===== config.mk =====
export PLATFORM = sky130hd
export DESIGN_NAME = supply_wdog_sup
export DESIGN_NICKNAME = d
export VERILOG_FILES = /design/src/rtl/sup_pkg.sv /design/src/rtl/sup_sync.sv /design/src/rtl/sup_wdi_src.sv /design/src/rtl/sup_wdt.sv /design/src/rtl/sup_rel_dly.sv /design/src/rtl/supply_wdog_sup.sv
export SDC_FILE = /design/constraint.sdc
export NUM_CORES = 1
export LEC_CHECK = 0
export ABC_AREA = 1
export BUFFER_PORTS_ARGS = -buffer_cell sky130_fd_sc_hd__buf_2
export CORE_MARGIN = 4
export CORE_UTILIZATION = 55
export DETAILED_ROUTE_END_ITERATION = 12
export GPL_ROUTABILITY_DRIVEN = 0
export PLACE_DENSITY = 0.75
export SETUP_SLACK_MARGIN = 0.2
export SYNTH_ARGS = -nofsm -noshare
export SYNTH_HDL_FRONTEND = slang
export SYNTH_SLANG_ARGS = --single-unit

===== constraint.sdc =====
create_clock -name clk_i -period 1.5 [get_ports clk_i]
set_input_delay 0.225 -clock clk_i [delete_from_list [all_inputs] [get_ports clk_i]]
set_output_delay 0.225 -clock clk_i [all_outputs]
set_load 0.02 [all_outputs]

===== src/rtl/sup_pkg.sv =====
package sup_pkg;
  typedef struct packed {
    logic rail_ok;
    logic mr_n;
    logic wdi;
    logic wdi_float;
  } sup_in_t;

  localparam int unsigned SUP_IN_W = $bits(sup_in_t);
endpackage


===== src/rtl/sup_sync.sv =====
module sup_sync #(
  parameter int unsigned WIDTH = 1
) (
  input  logic             clk_i,
  input  logic             rst_ni,
  input  logic [WIDTH-1:0] d_i,
  output logic [WIDTH-1:0] q_o
);
  logic [WIDTH-1:0] s1_q, s2_q;

  always_ff @(posedge clk_i or negedge rst_ni) begin
    if (!rst_ni) begin
      s1_q <= '0;
      s2_q <= '0;
    end else begin
      s1_q <= d_i;
      s2_q <= s1_q;
    end
  end

  assign q_o = s2_q;
endmodule


===== src/rtl/sup_wdi_src.sv =====
module sup_wdi_src #(
  parameter int unsigned WDT_TICKS = 800
) (
  input  logic clk_i,
  input  logic rst_ni,
  input  logic tick_i,
  input  logic float_i,
  input  logic wdi_i,
  output logic kick_o
);
  localparam int unsigned PH_W     = (WDT_TICKS > 2) ? $clog2(WDT_TICKS) : 1;
  localparam int unsigned PULSE_AT = (WDT_TICKS * 7) / 8;
  localparam logic [PH_W-1:0] PH_LAST  = PH_W'(WDT_TICKS - 1);
  localparam logic [PH_W-1:0] PH_PULSE = PH_W'(PULSE_AT);

  logic [PH_W-1:0] ph_q;
  logic            drive, eff, eff_q, flt_q;

  // phase restarts whenever the input is driven, so the first pulse is a known distance away
  always_ff @(posedge clk_i or negedge rst_ni) begin
    if (!rst_ni)          ph_q <= '0;
    else if (!float_i)    ph_q <= '0;
    else if (tick_i)      ph_q <= (ph_q == PH_LAST) ? '0 : ph_q + 1'b1;
  end

  assign drive = (ph_q == PH_PULSE);
  assign eff   = float_i ? drive : wdi_i;

  always_ff @(posedge clk_i or negedge rst_ni) begin
    if (!rst_ni) begin
      eff_q <= 1'b0;
      flt_q <= 1'b0;
    end else begin
      eff_q <= eff;
      flt_q <= float_i;
    end
  end

  assign kick_o = (eff ^ eff_q) | (float_i ^ flt_q);
endmodule


===== src/rtl/sup_wdt.sv =====
module sup_wdt #(
  parameter int unsigned WDT_TICKS = 800,
  localparam int unsigned CW = (WDT_TICKS > 2) ? $clog2(WDT_TICKS) : 1
) (
  input  logic          clk_i,
  input  logic          rst_ni,
  input  logic          tick_i,
  input  logic          run_i,
  input  logic          kick_i,
  output logic [CW-1:0] cnt_o,
  output logic          expire_o
);
  localparam logic [CW-1:0] LAST = CW'(WDT_TICKS - 1);

  logic [CW-1:0] cnt_q;

  always_ff @(posedge clk_i or negedge rst_ni) begin
    if (!rst_ni)                     cnt_q <= '0;
    else if (!run_i || kick_i)       cnt_q <= '0;
    else if (tick_i && cnt_q != LAST) cnt_q <= cnt_q + 1'b1;
  end

  assign cnt_o    = cnt_q;
  assign expire_o = run_i && tick_i && !kick_i && (cnt_q == LAST);
endmodule


===== src/rtl/sup_rel_dly.sv =====
module sup_rel_dly #(
  parameter int unsigned DELAY_TICKS = 100,
  localparam int unsigned CW = (DELAY_TICKS > 2) ? $clog2(DELAY_TICKS) : 1
) (
  input  logic          clk_i,
  input  logic          rst_ni,
  input  logic          tick_i,
  input  logic          cause_i,
  output logic [CW-1:0] cnt_o,
  output logic          rel_o
);
  localparam logic [CW-1:0] LAST = CW'(DELAY_TICKS - 1);

  logic [CW-1:0] cnt_q;
  logic          rel_q;

  always_ff @(posedge clk_i or negedge rst_ni) begin
    if (!rst_ni) begin
      cnt_q <= '0;
      rel_q <= 1'b0;
    end else if (cause_i) begin
      cnt_q <= '0;
      rel_q <= 1'b0;
    end else if (!rel_q && tick_i) begin
      if (cnt_q == LAST) rel_q <= 1'b1;
      else               cnt_q <= cnt_q + 1'b1;
    end
  end

  assign cnt_o = cnt_q;
  assign rel_o = rel_q;
endmodule


===== src/rtl/supply_wdog_sup.sv =====
module supply_wdog_sup #(
  parameter int unsigned DELAY_TICKS = 100,
  parameter int unsigned WDT_TICKS   = 800
) (
  input  logic clk_i,
  input  logic rst_ni,
  input  logic tick_i,
  input  logic rail_ok_i,
  input  logic mr_ni,
  input  logic wdi_i,
  input  logic wdi_float_i,
  output logic rst_no
);
  import sup_pkg::*;

  localparam int unsigned DCW = (DELAY_TICKS > 2) ? $clog2(DELAY_TICKS) : 1;
  localparam int unsigned WCW = (WDT_TICKS > 2) ? $clog2(WDT_TICKS) : 1;

  sup_in_t            in_raw, in_s;
  logic [SUP_IN_W-1:0] in_q;
  logic               kick, wdt_exp, cause, rel_q;
  logic [DCW-1:0]     dly_cnt;
  logic [WCW-1:0]     wd_cnt;

  assign in_raw = '{rail_ok: rail_ok_i, mr_n: mr_ni, wdi: wdi_i, wdi_float: wdi_float_i};

  sup_sync #(.WIDTH(SUP_IN_W)) u_sync (
    .clk_i  (clk_i),
    .rst_ni (rst_ni),
    .d_i    (in_raw),
    .q_o    (in_q)
  );
  assign in_s = sup_in_t'(in_q);

  sup_wdi_src #(.WDT_TICKS(WDT_TICKS)) u_wdi (
    .clk_i   (clk_i),
    .rst_ni  (rst_ni),
    .tick_i  (tick_i),
    .float_i (in_s.wdi_float),
    .wdi_i   (in_s.wdi),
    .kick_o  (kick)
  );

  sup_wdt #(.WDT_TICKS(WDT_TICKS)) u_wdt (
    .clk_i    (clk_i),
    .rst_ni   (rst_ni),
    .tick_i   (tick_i),
    .run_i    (rel_q),
    .kick_i   (kick),
    .cnt_o    (wd_cnt),
    .expire_o (wdt_exp)
  );

  assign cause = !in_s.rail_ok || !in_s.mr_n || wdt_exp;

  sup_rel_dly #(.DELAY_TICKS(DELAY_TICKS)) u_dly (
    .clk_i   (clk_i),
    .rst_ni  (rst_ni),
    .tick_i  (tick_i),
    .cause_i (cause),
    .cnt_o   (dly_cnt),
    .rel_o   (rel_q)
  );

  // raw rail flag gates the output so a drop bypasses the synchronizer
  assign rst_no = rel_q && rail_ok_i;
endmodule


# ---- Word level (Yosys, flattened, before mapping)
# Cells that the tools add are included.
dict set report totals {
  register_bits 38
  in_bits 7
  word_cells 51
}
dict set report classes {
  addsub 3
  eq_ne 7
  mux 12
  n_bitwise 3
  reduce_logical 18
}
# op n
set ops {}
lappend ops {{$mux 10} 5}
lappend ops {{$eq 10x10->1 const B} 3}
lappend ops {{$mux 7} 3}
lappend ops {{$add 10x1->10 const B} 2}
lappend ops {{$ne 10x10->1 const B} 1}
lappend ops {{$add 7x1->7 const B} 1}
lappend ops {{$eq 7x7->1 const B} 1}
lappend ops {{$logic_and 1x1->1} 6}
lappend ops {{$reduce_bool 2->1} 3}
lappend ops {{$logic_not 1->1} 4}
lappend ops {{$mux 1} 4}
lappend ops {{$ne 2x2->1 const B} 2}
lappend ops {{$reduce_and 2->1} 2}
lappend ops {{$logic_or 1x1->1} 3}
lappend ops {{$xor 1x1->1} 2}
lappend ops {{$or 1x1->1} 1}

# ---- Longest topological paths before layout
# Gate-level depths: netlist of run 1.
dict set report depth {
  word_depth 10
  ltp_mapped 11
  depth_no_buf 11
}

# ---- Modules after synthesis
# From an unflattened synthesis of run 1, not the netlist that was laid out.
dict set report unflattened {
  hier_cells 288
  area_unflattened_um2 2178.3
}
# module n_inst cells_per_inst area_each_um2 seq_area_each_um2
set by_module_without_submodules {}
lappend by_module_without_submodules {sup_wdi_src 1 113 790.8 300.3}
lappend by_module_without_submodules {sup_wdt 1 93 661.9 250.2}
lappend by_module_without_submodules {sup_rel_dly 1 70 504.2 200.2}
lappend by_module_without_submodules {sup_sync 1 8 200.2 200.2}
lappend by_module_without_submodules {supply_wdog_sup 1 4 21.3 0.0}

# ---- Worst setup path before layout of run 1
# No wires, ideal clock.
dict set report synth_timing {
  path_kind {register to register}
  from {reg u_wdt.cnt_q[0] (netlist: u_wdt.cnt_o[0])}
  to {reg u_wdt.cnt_q[6] (netlist: u_wdt.cnt_o[6])}
  setup_time_ns 0.121
  t_arrival_ns 1.289
  required_time_ns 1.379
  path_slack_ns 0.090
  path_stages_with_launch 10
  n_path_buf 0
  period_less_slack_ns 1.410
  cell_sequence {dfrtp_1 -> ha_1 -> nand2_1 -> nor2_4 -> nand2_1 -> nand2_2 -> inv_2 -> nand2_1 -> xor2_1 -> nor2_1}
}
dict set report synth_via {
  elab_chain_cells 3
  elab_cells_between_ends 6
  classes_between {add/sub: 1; eq/ne: 1; mux: 2; reduce/logical: 2}
}
# item line
set synth_lines {}
lappend synth_lines {{start, declared} sup_wdt.sv:15} ;# logic [CW-1:0] cnt_q;
lappend synth_lines {{start signal, assigned} sup_wdt.sv:20} ;# else if (tick_i && cnt_q != LAST) cnt_q <= cnt_q + 1'b1;
lappend synth_lines {{$add 10x1->10 or $ne 10x10->1 (tied branches)} sup_wdt.sv:20}
lappend synth_lines {{$mux 10 or $logic_and 1x1->1 (tied branches)} sup_wdt.sv:20}
lappend synth_lines {{$mux 10 or $reduce_bool 2->1 (tied branches)} -}
# Several ways; a longest one is shown, not always the timed one. The select of a mux whose other input is x is not followed.
# A chain may end at the register's enable or synchronous reset.

# ---- Final worst setup path of run 1
dict set report layout_timing {
  from {reg u_wdi.ph_q[1]}
  to {reg u_dly.cnt_q[4] (netlist: u_dly.cnt_o[4])}
}
dict set report layout_via {
  elab_chain_cells 10
  elab_cells_between_ends 12
  classes_between {eq/ne: 2; mux: 2; bitwise: 2; reduce/logical: 6}
}
# item line
set layout_lines {}
lappend layout_lines {{start, declared} sup_wdi_src.sv:16} ;# logic [PH_W-1:0] ph_q;
lappend layout_lines {{start signal, assigned} sup_wdi_src.sv:23} ;# else if (tick_i) ph_q <= (ph_q == PH_LAST) ? '0 : ph_q + 1'b1;
lappend layout_lines {{$eq 10x10->1 *} sup_wdi_src.sv:26} ;# assign drive = (ph_q == PH_PULSE);
lappend layout_lines {{$mux 1 *} sup_wdi_src.sv:27} ;# assign eff = float_i ? drive : wdi_i;
lappend layout_lines {{$xor 1x1->1 *} sup_wdi_src.sv:39} ;# assign kick_o = (eff ^ eff_q) | (float_i ^ flt_q);
lappend layout_lines {{$or 1x1->1 *} sup_wdi_src.sv:39}
lappend layout_lines {{$logic_not 1->1 *} sup_wdt.sv:24} ;# assign expire_o = run_i && tick_i && !kick_i && (cnt_q == LAST);
lappend layout_lines {{$logic_and 1x1->1 * (2 in series)} sup_wdt.sv:24}
lappend layout_lines {{$logic_or 1x1->1 *} supply_wdog_sup.sv:54} ;# assign cause = !in_s.rail_ok || !in_s.mr_n || wdt_exp;
lappend layout_lines {{$ne 2x2->1 (no source line) or $reduce_bool 2->1 (tied branches)} -}
lappend layout_lines {{$reduce_and 2->1 (no source line)} -}
lappend layout_lines {{end signal, assigned} sup_rel_dly.sv:26} ;# else cnt_q <= cnt_q + 1'b1;
lappend layout_lines {{end, declared} sup_rel_dly.sv:14} ;# logic [CW-1:0] cnt_q;
# Every way passes the cells marked *; elsewhere a longest branch is shown, timed or not.

==> summary.md, run 1 <==
| Metric | Value |
|---|---|
| HP Class | `in2reg` |
| Peak supply drop | `698 uV` |
| WP buf/inv | `2` |
| Dpl hpwl | `2670 um` |
| Crit path max-delay family | `simple AND/OR/NAND/NOR gates` |
| First-pass GRT wire length | `6760 um` |
| CP most frequent cell | `inv_2` |
| Leak pwr | `0.00116 uW` |
| Synthesized area | `2010 um2` |
| Fin crit share | `95.9%` |
| DRT Pass-1 Iters | `4` |
| GRT Util Overall | `20.3%` |
| Core Area | `3440 um2` |
| Synth area leader | `dfrtp_1` |
| Num CTS Buffers | `5` |
| Syn-to-layout area delta | `22.0%` |
| FF-to-FF End | `u_dly.cnt_o[4]` |
| Min Tclk post-route | `1.44 ns` |
| Critical Path, Cell by Cell | `inv_2 > ha_4 > inv_2 > nor2_2 > nand3_2 > nand3_4 > nand4_1 > nand2_4 > nor2_1` |
| Root Driver | `clkbuf_8` |
| Largest net degree at the start of global routing | `39` |
| Drt drc | `0` |
| Clk_lat worst skew | `0.29 ns` |
| Grt total ovfl | `0` |
| Nets | `285` |
| Buffers on Ports | `7` |
| Vias after detailed routing | `1573` |
| Max-slew violations | `0` |
| CTS sink count | `38` |
| Worst-margin pin slew | `0.466 ns` |
| Syn Inst Count | `240` |
| Initial antenna violation count | `0` |
| Yosys warning count | `0` |
| #FFs+latches synth | `38` |
| Register-to-Register Path Depth | `9` |
| Max Cap Viol | `0` |
| Hold Path Depth | `1` |
| CTS Buffer Depth | `2` |
| Layout cells sized above 1 | `32.4%` |
| Maximum level of the CTS H-tree | `2` |
| CTS tree | `built` |
| Most frequent cells in the layout | `nand2_1 (41), dfrtp_1 (36), nor2_1 (29)` |
| Yosys top cell area share | `47.3%` |
| Initial Util | `58.5%` |
| Routed vias/inst | `4.90` |
| Diodes inserted | `0` |
| Fin cells | `321` |
| Post-DP Area | `2170 um2` |
| Final Skew | `0.00267 ns` |
| Count of cell types in the netlist | `28` |
| Number of I/O pins | `8` |
| Total power | `1930 uW` |
| Syn_area_per_cell | `8.38 um2` |
| Setup crit end kind | `register` |
| Outcome | `finished clean` |
| FF-to-FF setup slack | `0.06 ns` |
| PD cells | `785 nW/um2` |
| CP max stage cell | `dfrtp_1` |
| Hold EP | `u_sync.s1_q[1]` |
| Dominant cells by area after synthesis | `dfrtp_1 (47%), nand2_1 (8.8%), nor2_1 (6.7%)` |
| Startpoint types | `register` |
| RSZ-0062 raised after global routing | `yes` |
| Syn Nets | `251` |
| Leading cell type in the layout, fill and taps excluded | `nand2_1` |
| Die area | `4690 um2` |
| Slowest stage delay, CP | `0.41 ns` |
| Die height | `68.5 um` |
| Min-delay src | `wdi_i` |
| Hold Fails Final Rpt | `0` |
| Post-DR wirelength/cell | `12.0 um` |
| Setup violations, final | `0` |
| Peak Freq | `695 MHz` |
| Slew headroom | `68.9%` |
| Chip width | `68.5 um` |
| Rows | `21` |
| Clock-pin slew on the worst setup and hold paths | `0.07 ns` |
| Worst EP required | `1.68 ns` |
| Finished layout cell area | `2450 um2` |
| Final wirelength | `3850 um` |
| Register area share after synthesis | `47.3%` |
| Inst Count DP | `297` |
| Vias in the first global route | `1506` |
| Peak fanout along the critical path | `8` |
| Post-DRT Antenna Nets | `0` |
| CP Data Arrival Time | `1.62 ns` |
| Setup CP Type | `reg2reg` |
| Drt initial violations | `94` |
| Reg-to-reg startpoint | `u_wdi.ph_q[1]` |
stage by stage:
stage / util [%] / setup WS [ns] / hold WS, ns / TNS (ns)
floorplan: - / 0.134 / -0.0706 / 0
global placement: 63.2 / 0.0743 / 0.295 / 0
detailed placement: 63.2 / 0.0194 / 0.298 / 0
CTS: 68.8 / 0.0577 / 0.0133 / 0
global route: 71.3 / -0.0362 / 0.0116 / -0.221
finish: 71.3 / 0.0618 / 0.0311 / 0
cells in the mapped netlist, drive strengths merged:
cell	n
nand2	56
nor2	43
dfrtp	38
inv	37
nand3	14
nand4	11
nor3	10
a21oi	6
xor2	6
ha	4
xnor2	4
o21ai	3
a31oi	2
or2	2
a211oi	1
and3	1
nand3b	1
o21bai	1
flip-flops by register name (all words and copies together), names as in the netlist:
signal	cells
u_wdi.ph_q	10
u_wdt.cnt_o	10
u_dly.cnt_o	7
u_sync.q_o	4
u_sync.s1_q	4
u_dly.rel_o	1
u_wdi.eff_q	1
u_wdi.flt_q	1
power by group:
part / switching, uW / internal [uW] / leakage [uW]
registers: 16.1 / 1050 / 0.000504
clock network: 337 / 370 / 0.0000482
logic: 98.2 / 58.0 / 0.000608
worst max path at each step:
stage                               from             end  slack [ns]  cells past startpoint
final                      u_wdi.ph_q[1]  u_dly.cnt_o[4]        0.06                      9
after floorplan           u_wdt.cnt_o[0]  u_wdt.cnt_o[6]        0.13                      9
after global placement     u_wdi.ph_q[0]  u_dly.cnt_o[2]        0.07                     10
after detailed placement   u_wdi.ph_q[0]  u_dly.cnt_o[6]        0.02                     10
after CTS                  u_wdi.ph_q[1]  u_dly.cnt_o[4]        0.06                     10
after global routing      u_wdt.cnt_o[0]  u_dly.cnt_o[4]       -0.04                      8
area by class of cell:
cell class	count	area (um2)
repair buffers	27	190
multi-input cells	165	1020
inverters	37	141
well taps	46	57.6
flip-flops and latches	38	953
clock inverters	1	5.00
clock buffers	7	86.3
fillers	261	988
metal layers:
metal	wire length [um]	part of all wire [%]	vias up	GRT usage [%]
met3	177	4.6	6	7.55
met4	67	1.7	0	8.68
li1	-	-	824	-
met1	1850	48	713	27.0
met2	1750	46	30	29.4
met5	0	0	-	0
cells by family after synthesis:
family / synth area share, %
xor+xnor: 4.35
simple gates: 35.2
compound gates: 3.79
fa+ha+maj: 2.49
buf+inv: 6.90
flops: 47.3
repair_timing:
item | in CTS | in global routing
hold buffers | 1 | 0
pin swaps | 13 | 3
setup endpoints to repair | 28 | 29
endpoints found under the hold margin | 38 | 0
resized for setup | 9 | 10
setup buffers | 8 | 7
cloned | 0 | 0
worst reg2reg max path, cell delays in order (launching register included):
cell and delay [ns]:
dfrtp_1 0.41, inv_2 0.09, ha_4 0.13, inv_2 0.03
nor2_2 0.07, nand3_2 0.12, nand3_4 0.12, nand4_1 0.15
nand2_4 0.15, nor2_1 0.07
Power figures use the tool's default switching activity.
==> run 2, diff against run 1 <==
--- a/config.mk
+++ b/config.mk
@@ -15,4 +15,5 @@
 export SETUP_SLACK_MARGIN = 0.2
 export SYNTH_ARGS = -nofsm -noshare
 export SYNTH_HDL_FRONTEND = slang
+export SYNTH_HIERARCHICAL = 1
 export SYNTH_SLANG_ARGS = --single-unit
==> constraint.sdc (replaced) <==
create_clock -name clk_i -period 1.5 [get_ports clk_i]
set_input_delay 0.15 -clock clk_i [delete_from_list [all_inputs] [get_ports clk_i]]
set_output_delay 0.15 -clock clk_i [all_outputs]
set_load 0.02 [all_outputs]
==> summary.md, run 2 <==
| Metric | Value |
|---|---|
| Chip width | `70.9 um (+3.6%)` |
| WHS | `0.351 ns (+0.320 ns)` |
| Leading cell type in the layout, fill and taps excluded | `nand2_1` |
| Most numerous cell in the Yosys netlist | `nand2_1` |
| Hold Fails Final Rpt | `0 (unchanged)` |
| Post-DP Area | `2580 um2 (+19%)` |
| Clock-pin slew on the worst setup and hold paths | `0.07 ns (about the same)` |
| Sw power | `585 uW (+29%)` |
| Drt initial violations | `133 (+41%)` |
| Critical Path, Cell by Cell | `inv_2 > ha_4 > nand2_2 > nor2_2 > nand3_2 > nand2_1 > nand2_1 > nand3_2 > nor2_4 > inv_2 > nor3_4 > inv_1 > nand3_2 > inv_4 > o21ai_4 > nand2_4 > inv_2 > nand2_2 > nand2_1` |
| Slowest stage delay, CP | `0.40 ns (about the same)` |
| Dpl hpwl | `3320 um (+24%)` |
| Root Driver | `clkbuf_8` |
| Nets | `368 (+29%)` |
| Vias after detailed routing | `2050 (+30%)` |
| Top_reg_cell synth | `dfrtp_1` |
| Syn-to-layout area delta | `38.4%` |
| Compound-cell area share of the yosys netlist | `6.15% (+2.4 points)` |
| CTS sink count | `38 (unchanged)` |
| Synth cell count leaders | `nand2_1 (93), dfrtp_1 (38), inv_1 (37)` |
| PD cells | `729 nW/um2 (-7.2%)` |
| Max-slew violations | `0 (unchanged)` |
| Largest family of logic cells by synthesized area | `simple AND/OR/NAND/NOR gates` |
| Final wirelength | `5370 um (+40%)` |
| Die height | `70.9 um (+3.6%)` |
| Dominant cells by area after synthesis | `dfrtp_1 (44%), nand2_1 (16%), inv_1 (6.4%)` |
| Core Area | `3740 um2 (+8.8%)` |
| Yosys warning count | `6 (+6)` |
| Routed vias/inst | `5.07 (+3.5%)` |
| Failing checks | `setup timing` |
| CTS tree | `built` |
| Finished layout cell area | `3020 um2 (+23%)` |
| Yosys top cell area share | `43.7% (-3.6 points)` |
| RSZ-0062 raised after global routing | `yes` |
| Die area | `5030 um2 (+7.3%)` |
| Pint | `1610 uW (+9.4%)` |
| DRT Pass-1 Iters | `4 (unchanged)` |
| Syn_area_per_cell | `7.56 um2 (-9.8%)` |
| Post-DRT Antenna Nets | `0 (unchanged)` |
| Syn Nets | `299 (+19%)` |
| Initial Util | `58.2% (-0.26 points)` |
| Worst-margin pin slew | `0.494 ns (+0.0272 ns)` |
| Post-synthesis mux area share | `0% (unchanged)` |
| Largest net degree at the start of global routing | `39 (unchanged)` |
| Clock Power Share | `31.8% (-4.9 points)` |
| GRT Util Overall | `21.3% (+0.99 points)` |
| Setup violations, final | `18 (+18)` |
| Post-DR wirelength/cell | `13.3 um (+11%)` |
| Sw frac | `26.6% (+3.2 points)` |
| Peak Freq | `503 MHz (-28%)` |
| Peak fanout along the critical path | `6 (-2)` |
| Most frequent cells in the layout | `nand2_1 (76), buf_4 (46), dfrtp_1 (38)` |
| Setup CP Type | `reg2reg` |
| #FFs+latches synth | `38 (unchanged)` |
| Synthesized area | `2180 um2 (+8.3%)` |
| Synth area leader | `dfrtp_1` |
| CTS Buffer Depth | `2 (unchanged)` |
| Final core occ | `80.5% (+9.3 points)` |
| Final Skew | `0.00882 ns (+0.00615 ns)` |
| Min Tclk post-route | `1.99 ns (+0.549 ns)` |
| Register area share after synthesis | `43.7% (-3.6 points)` |
| Max Cap Viol | `0 (unchanged)` |
| Number of I/O pins | `8 (unchanged)` |
| Crit path max-delay family | `simple AND/OR/NAND/NOR gates` |
| EDFF count, synth | `0 (unchanged)` |
| Vias in the first global route | `1957 (+30%)` |
| CP max stage cell | `dfrtp_1` |
| Rows | `22 (+4.8%)` |
| Logic pwr share | `18.6% (+11 points)` |
| Syn Inst Count | `288 (+20%)` |
| Initial antenna violation count | `0 (unchanged)` |
| Peak supply drop | `674 uV (-3.5%)` |
| HP Class | `reg2reg` |
| Count of cell types in the netlist | `29 (+3.6%)` |
| Maximum level of the CTS H-tree | `2 (unchanged)` |
| Drt drc | `0 (unchanged)` |
| Fillers | `221 (-15%)` |
| Inst Count DP | `382 (+29%)` |
| Layout cells sized above 1 | `37.1% (+4.7 points)` |
| WP buf/inv | `5 (+3)` |
| Outcome | `complete, but fails checks` |
| Leak pwr | `0.00151 uW (+30%)` |
| Worst EP required | `1.68 ns (about the same)` |
| Startpoint types | `register` |
| Post-Synth XOR/XNOR Area | `2.81% (-1.5 points)` |
| Reg power frac | `49.7% (-5.5 points)` |
| Clk_lat worst skew | `0.29 ns (about the same)` |
| Fin crit share | `132% (+37 points)` |
| Post-synth ARST share | `100% (unchanged)` |
| CP Data Arrival Time | `2.16 ns (+0.54 ns)` |
| First-pass GRT wire length | `8520 um (+26%)` |
| Final Worst Setup Slack | `-0.487 ns (-0.549 ns)` |
| Slew headroom | `67.1% (-1.8 points)` |
| Num CTS Buffers | `5 (unchanged)` |
| Diodes inserted | `0 (unchanged)` |
| Adder-cell share of the synthesized area | `2.30% (-0.19 points)` |
| Grt total ovfl | `0 (unchanged)` |
| Buffers on Ports | `7 (unchanged)` |
| Fin cells | `404 (+26%)` |
| Simple logic cell fraction of the synthesized area | `35.9% (+0.70 points)` |
| Setup crit end kind | `register` |
run 2: logic make-up after synthesis:
family          Yosys count
simple gates            169
buf+inv                  46
xor+xnor                  7
fa+ha+maj                 4
flops                    38
compound gates           24
run 2: path summary, 6_finish.rpt:
path	startpoint	endpoint	slack, ns	cells past startpoint
max	u_wdi/ph_q[1]	u_dly/cnt_o[3]	-0.49	19
min	u_sync/s1_q[3]	u_sync/q_o[3]	0.35	0
max reg2reg	u_wdi/ph_q[1]	u_dly/cnt_o[3]	-0.49	19
min reg2reg	u_sync/s1_q[3]	u_sync/q_o[3]	0.35	0
max in group asynchronous	rst_ni	u_dly/cnt_o[2]	0.71	3
min in group asynchronous	rst_ni	u_wdi/ph_q[5]	0.43	3
run 2: stage by stage:
step	total power, uW	TNS [ns]	setup WS [ns]
after floorplan	1240	-3.59	-0.501
after global placement	1370	-3.31	-0.369
after detailed placement	1380	-5.45	-0.516
after CTS	2150	-6.94	-0.473
after global routing	2290	-9.12	-0.644
final	2200	-6.80	-0.487
run 2: area by class of cell:
class / instances / area (um2) / area share (%)
Multi-Input combinational cell: 205 / 1230 / 40.8
Timing Repair Buffer: 65 / 519 / 17.2
Inverter: 42 / 173 / 5.73
Sequential cell: 38 / 951 / 31.5
Clock buffer: 6 / 82.6 / 2.74
Tap cell: 48 / 60.1 / 1.99
run 2: repair_timing:
action,in CTS,in global routing
hold buffers,5,0
setup endpoints to repair,23,28
pin swaps,17,6
gates cloned,1,0
buffers inserted,9,1
gates resized for setup,36,23
endpoints found under the hold margin,42,0
run 2: worst reg2reg max path, stage by stage (launching register included):
cell	delay, ns
dfrtp_1	0.40
inv_2	0.08
ha_4	0.13
nand2_2	0.05
nor2_2	0.09
nand3_2	0.08
nand2_1	0.10
nand2_1	0.07
nand3_2	0.08
nor2_4	0.04
inv_2	0.07
nor3_4	0.04
inv_1	0.07
nand3_2	0.10
inv_4	0.11
o21ai_4	0.08
nand2_4	0.11
inv_2	0.05
nand2_2	0.05
nand2_1	0.05
run 2: per-layer routing:
| metal | GRT usage [%] | routed length [um] | up-vias |
|---|---|---|---|
| li1 | - | - | 1031 |
| met1 | 26.6 | 2290 | 972 |
| met2 | 37.1 | 2850 | 37 |
| met3 | 4.40 | 156 | 10 |
| met4 | 6.47 | 80 | 0 |
| met5 | 0 | 0 | - |
run 2: power groups by stage:
stage / clock network [uW] / registers [uW] / logic (uW)
after floorplan: 0 / 1120 / 124
after global placement: 0 / 1110 / 260
after detailed placement: 0 / 1110 / 270
after CTS: 696 / 1090 / 362
after global routing: 754 / 1100 / 445
final: 698 / 1090 / 408
